**src/rtl/tbus_pkg.sv**
```systemverilog
package tbus_pkg;

  localparam int BUS_W  = 24;
  localparam int DATA_W = 8;

  typedef enum logic [1:0] {
    PH_IDLE = 2'd0,
    PH_LO1  = 2'd1,
    PH_HI   = 2'd2,
    PH_LO2  = 2'd3
  } phase_t;

  // field geometry, per layout
  function automatic int addr_w(input int lay);
    return (lay == 0) ? 8 : 4;
  endfunction

  function automatic int port_w(input int lay);
    return (lay == 0) ? 3 : 1;
  endfunction

  function automatic int port_pos(input int lay);
    return (lay == 0) ? 16 : 12;
  endfunction

  function automatic int we_pos(input int lay);
    return (lay == 0) ? 21 : 13;
  endfunction

  function automatic int clk_pos(input int lay);
    return (lay == 0) ? 22 : 14;
  endfunction

  function automatic int rst_pos(input int lay);
    return (lay == 0) ? 23 : 15;
  endfunction

  function automatic logic [31:0] low_mask(input int w);
    return (32'd1 << w) - 32'd1;
  endfunction

  // assemble a control word; fields are masked before shifting
  function automatic logic [BUS_W-1:0] pack_word(
    input int              lay,
    input logic [31:0]     port,
    input logic [31:0]     addr,
    input logic [DATA_W-1:0] data,
    input logic            ck
  );
    logic [31:0] t;
    t = 32'(data);
    t = t | ((addr & low_mask(addr_w(lay))) << DATA_W);
    t = t | ((port & low_mask(port_w(lay))) << port_pos(lay));
    t = t | (32'd1 << we_pos(lay));
    t = t | (32'd1 << rst_pos(lay));
    t = t | (32'(ck) << clk_pos(lay));
    return t[BUS_W-1:0];
  endfunction

endpackage

```
**src/rtl/tbus_word_pack.sv**
```systemverilog
module tbus_word_pack
  import tbus_pkg::*;
#(
  parameter int LAYOUT = 0,
  parameter int PORT_W = 3,
  parameter int ADDR_W = 8
) (
  input  logic [PORT_W-1:0] port_i,
  input  logic [ADDR_W-1:0] addr_i,
  input  logic [DATA_W-1:0] data_i,
  output logic [BUS_W-1:0]  word_lo_o,
  output logic [BUS_W-1:0]  clk_mask_o
);

  logic [31:0] port32;
  logic [31:0] addr32;

  assign port32 = 32'(port_i);
  assign addr32 = 32'(addr_i);

  generate
    if (LAYOUT == 0) begin : g_wide
      assign word_lo_o  = pack_word(0, port32, addr32, data_i, 1'b0);
      assign clk_mask_o = BUS_W'(32'd1 << clk_pos(0));
    end else begin : g_narrow
      assign word_lo_o  = pack_word(1, port32, addr32, data_i, 1'b0);
      assign clk_mask_o = BUS_W'(32'd1 << clk_pos(1));
    end
  endgenerate

endmodule

```
**src/rtl/tbus_phase_timer.sv**
```systemverilog
module tbus_phase_timer #(
  parameter int PHASE_CYCLES = 2
) (
  input  logic clk,
  input  logic rst_n,
  input  logic restart_i,
  input  logic run_i,
  output logic last_o
);

  localparam int CNT_W = (PHASE_CYCLES > 1) ? $clog2(PHASE_CYCLES) : 1;
  localparam logic [CNT_W-1:0] TERM = CNT_W'(PHASE_CYCLES - 1);

  logic [CNT_W-1:0] cnt_q;

  assign last_o = run_i && (cnt_q == TERM);

  always_ff @(posedge clk) begin
    if (!rst_n || restart_i || !run_i || last_o) begin
      cnt_q <= '0;
    end else begin
      cnt_q <= cnt_q + CNT_W'(1);
    end
  end

endmodule

```
**src/rtl/tbus_wr_fsm.sv**
```systemverilog
module tbus_wr_fsm
  import tbus_pkg::*;
(
  input  logic   clk,
  input  logic   rst_n,
  input  logic   accept_i,
  input  logic   last_i,
  output phase_t phase_o,
  output logic   ack_o
);

  phase_t phase_q;
  phase_t phase_d;

  always_comb begin
    phase_d = phase_q;
    unique case (phase_q)
      PH_IDLE: if (accept_i) phase_d = PH_LO1;
      PH_LO1:  if (last_i)   phase_d = PH_HI;
      PH_HI:   if (last_i)   phase_d = PH_LO2;
      PH_LO2:  if (last_i)   phase_d = PH_IDLE;
      default:               phase_d = PH_IDLE;
    endcase
  end

  always_ff @(posedge clk) begin
    if (!rst_n) begin
      phase_q <= PH_IDLE;
      ack_o   <= 1'b0;
    end else begin
      phase_q <= phase_d;
      ack_o   <= (phase_q == PH_LO2) && last_i;
    end
  end

  assign phase_o = phase_q;

endmodule

```
**src/rtl/tbus_wr_engine.sv**
```systemverilog
module tbus_wr_engine
  import tbus_pkg::*;
#(
  parameter int LAYOUT       = 0,
  parameter int PHASE_CYCLES = 2,
  parameter int PORT_W       = 3,
  parameter int ADDR_W       = 8
) (
  input  logic              clk,
  input  logic              rst_n,
  input  logic              req_valid,
  output logic              req_ready,
  input  logic [PORT_W-1:0] req_port,
  input  logic [ADDR_W-1:0] req_addr,
  input  logic [DATA_W-1:0] req_data,
  output logic              ack,
  output logic [BUS_W-1:0]  tbus
);

  logic [BUS_W-1:0] word_lo;
  logic [BUS_W-1:0] clk_mask;
  logic [BUS_W-1:0] tbus_q;
  phase_t           phase;
  logic             accept;
  logic             phase_last;
  logic             to_hi;
  logic             to_lo;
  logic             finish;

  tbus_word_pack #(
    .LAYOUT (LAYOUT),
    .PORT_W (PORT_W),
    .ADDR_W (ADDR_W)
  ) u_pack (
    .port_i     (req_port),
    .addr_i     (req_addr),
    .data_i     (req_data),
    .word_lo_o  (word_lo),
    .clk_mask_o (clk_mask)
  );

  tbus_phase_timer #(
    .PHASE_CYCLES (PHASE_CYCLES)
  ) u_timer (
    .clk       (clk),
    .rst_n     (rst_n),
    .restart_i (accept),
    .run_i     (phase != PH_IDLE),
    .last_o    (phase_last)
  );

  tbus_wr_fsm u_fsm (
    .clk      (clk),
    .rst_n    (rst_n),
    .accept_i (accept),
    .last_i   (phase_last),
    .phase_o  (phase),
    .ack_o    (ack)
  );

  // named events for checking
  assign req_ready = (phase == PH_IDLE);
  assign accept    = req_valid && req_ready;
  assign to_hi     = (phase == PH_LO1) && phase_last;
  assign to_lo     = (phase == PH_HI)  && phase_last;
  assign finish    = (phase == PH_LO2) && phase_last;

  always_ff @(posedge clk) begin
    if (!rst_n) begin
      tbus_q <= '0;
    end else if (accept) begin
      tbus_q <= word_lo;
    end else if (to_hi) begin
      tbus_q <= tbus_q | clk_mask;
    end else if (to_lo) begin
      tbus_q <= tbus_q & ~clk_mask;
    end
  end

  assign tbus = tbus_q;

endmodule

```
**config.mk**
```make
export PLATFORM = sky130hd
export DESIGN_NAME = tbus_wr_engine
export DESIGN_NICKNAME = d
export VERILOG_FILES = /design/src/rtl/tbus_pkg.sv /design/src/rtl/tbus_word_pack.sv /design/src/rtl/tbus_phase_timer.sv /design/src/rtl/tbus_wr_fsm.sv /design/src/rtl/tbus_wr_engine.sv
export SDC_FILE = /design/constraint.sdc
export NUM_CORES = 1
export LEC_CHECK = 0
export CAP_MARGIN = 20
export CORE_MARGIN = 5
export CORE_UTILIZATION = 41
export CTS_CLUSTER_SIZE = 24
export DETAILED_ROUTE_END_ITERATION = 7
export PLACE_DENSITY = 0.84
export SETUP_SLACK_MARGIN = 0.15
export SYNTH_ARGS = -nofsm -noshare
export SYNTH_HDL_FRONTEND = slang
export SYNTH_SLANG_ARGS = --single-unit
```
**constraint.sdc**
```tcl
create_clock -name clk -period 2.1 [get_ports clk]
set_clock_uncertainty 0.15 [all_clocks]
set_input_delay 0.315 -clock clk [delete_from_list [all_inputs] [get_ports clk]]
set_output_delay 0.315 -clock clk [all_outputs]
set_load 0.005 [all_outputs]
```
==> results.yml <==
clock_network:
  clk_pin_slew_ns: 0.13
  clk_path_buf_depth: 2
  clock_latency_ns: 0.31
  hold_buffers: 0
  htree_num_levels: 1
  cts_root_buffer: "clkbuf_4"
  numCtsBuffers: 3
  clkSinkCount: 25
  cts_tree: "built"
critical_path:
  cp_num_buf_inv: 2
  critPathMaxStageDelay_ns: 0.50
  worstSetupStartpointType: "register"
  rrSetupSlack_ns: 0.55
  crit_fanout: 4
  critPathTopFamily: "buffers and inverters"
  crit_slowest_cell: "clkdlybuf4s50_1"
  crit_path_end_kind: "output port"
  crit_type: "register to output port"
  crit_path_cell_trace: "inv_2 -> ha_4 -> clkdlybuf4s50_1"
  critical_path_required_ns: 1.63
  r2r_start: "u_fsm.phase_o[0]"
  ff2ff_path_depth: 5
  cp.depth: 3
  cp.arrival_ns: 1.43
  crit_path_start: "u_fsm.phase_o[0]"
  crit_path_end: "req_ready"
  r2r_end: "u_fsm.phase_o[0]"
logic_synthesis:
  yosys_warnings: 0
  synth-async-reset-ratio: 0
  synthTopCellsByArea: "dfxtp_1 (46%), nand2_1 (14%), a21boi_1 (6.9%)"
  synth_top_area_cell: "dfxtp_1"
  synth-edff-count: 0
  synth_top_cell_area_share: 0.461
  syn_area_per_cell_um2: 8.83
  synth_common_cells: "nand2_1 (40), dfxtp_1 (25), a21boi_1 (10)"
  synth-seq-cells: 25
  syn_inst: 123
  yosysSeqAreaShare: 0.461
  syn-cell-area_um2: 1090
  synth_top_flop_cell: "dfxtp_1"
  synth_most_common_cell: "nand2_1"
  ys_types: 29
detailed_routing:
  wire_per_inst_um: 13.1
  vias: 989
  routed_via_density: 4.92
  routed_wl_um: 2630
  drc: 0
  first_pass_iters: 4
  drt_iter0_markers: 57
  detail-route-antenna-nets: 0
floorplan:
  fp-row-count: 18
  initial_core_util: 0.434
  core_region_area_um2: 2500
  dieArea_um2: 3780
  die_height_um: 61.5
  num_io_pins: 48
  fp.dieW_um: 61.5
hold_path:
  worstHoldPathType: "register to register"
grt:
  grt_usage: 0.140
  grt_pass1_vias: 969
  grt_max_degree: 20
  grt_overflow: 0
  grt_antenna_before_repair: 0
  grt_pass1_wl_um: 4040
finish:
  utilization: 0.648
  drive_gt1_frac: 0.117
  num_antenna_cells: 0
  syn2layout_area_growth_pct: 49.1
  nets: 199
  final_cells: 201
sta:
  slew_violations: 0
  fin_crit_ns: 1.89
  fin_tns_setup_ns: 0
  hold_viol_final: 0
  max_freq_ghz: 0.528
  setup_viol: 0
  min_period_over_period: 0.902
  rsz0062_at_grt: "no"
place:
  dp_cells: 194
  gp_congestion: 0.759
  dp_hpwl_um: 2010
  portBuffers: 45
pwr:
  p_leak_nw: 0.630
  peakVddDrop_v: 0.000670
  power_density_nw_per_um2: 940
status:
  status: "finished clean"
flow_run:
  maxCapViolations: 0
layer usage:
metal  vias up  share of wire  GRT usage
met3         2          0.089     0.0377
met1       456           0.40      0.147
li1        499              -          -
met2        32           0.51      0.264
met4         0         0.0038     0.0485
met5         -              0          0
state kept, by name, indices dropped and copies added (netlist names):
register	count
tbus	21
u_fsm.phase_o	2
u_fsm.ack_o	1
u_timer.cnt_q	1
power breakdown:
part	switching, mW	internal [mW]
clock network	0.139	0.0711
registers	0.0542	0.561
logic	0.316	0.382
metrics by stage:
step | instance area [um2] | total power, mW | hold WS (ns) | setup WS (ns)
after global placement | 1550 | 1.23 | 0.290 | 0.415
final | 1620 | 1.52 | 0.314 | 0.206
after global routing | 1620 | 1.64 | 0.346 | 0.151
after floorplan | 1090 | 0.986 | 0.300 | 0.597
after CTS | 1590 | 1.50 | 0.317 | 0.160
after detailed placement | 1550 | 1.26 | 0.299 | 0.376
kinds of logic after synthesis:
kind of cell | share of synthesized area
compound gates | 0.177
fa+ha+maj | 0.0576
buf+inv | 0.0657
flops | 0.461
other cells | 0.00345
simple gates | 0.235
final cells by class:
cell class | count | area, um2
clock buffers | 3 | 22.5
clock inverters | 1 | 5.00
fillers | 218 | 881
inverters | 2 | 7.51
multi-input cells | 87 | 531
flip-flops and latches | 25 | 505
well taps | 30 | 37.5
repair buffers | 53 | 510
layout by cell type (no fill, tap or decap):
cell / instances
or3_4: 1
nand2b_1: 1
buf_4: 8
nor3_1: 1
nand3b_1: 1
and2_1: 1
a41oi_1: 1
clkinv_2: 1
nand4_1: 1
dfxtp_1: 23
nand3_2: 1
a21boi_0: 9
clkbuf_4: 3
nor2b_1: 1
nand3_1: 1
o2111a_1: 1
a21boi_1: 10
o21a_1: 1
nor2_1: 3
inv_2: 2
a22oi_1: 1
ha_4: 1
dfxtp_2: 1
and4b_1: 1
dfxtp_4: 1
and3_1: 1
nand2_1: 40
ha_1: 4
clkdlybuf4s50_1: 45
nand2b_4: 1
o211ai_1: 2
conb_1: 2
how the worst min path moves through the flow:
stage / startpoint / slack [ns] / endpoint / cells after the start
2_1_floorplan: req_data[0] / 0.30 / tbus[0] / 2
3_3_place_gp: tbus[4] / 0.29 / tbus[4] / 2
3_5_place_dp: tbus[17] / 0.30 / tbus[17] / 2
4_1_cts: tbus[17] / 0.32 / tbus[17] / 2
5_1_grt: tbus[17] / 0.35 / tbus[17] / 2
6_report: tbus[17] / 0.31 / tbus[17] / 2
tightest hold or removal path, cell delays in order (launching register included):
cell      delay (ns)
dfxtp_1         0.33
nand2_1         0.05
a21boi_1        0.05
what timing repair did:
| item | in CTS | in global routing |
|---|---|---|
| endpoints found under the setup margin | 1 | 1 |
| gates cloned | 0 | 0 |
| setup buffers | 0 | 3 |
| resized for setup | 6 | 1 |
Note: power is estimated with default switching activity, not from simulation.
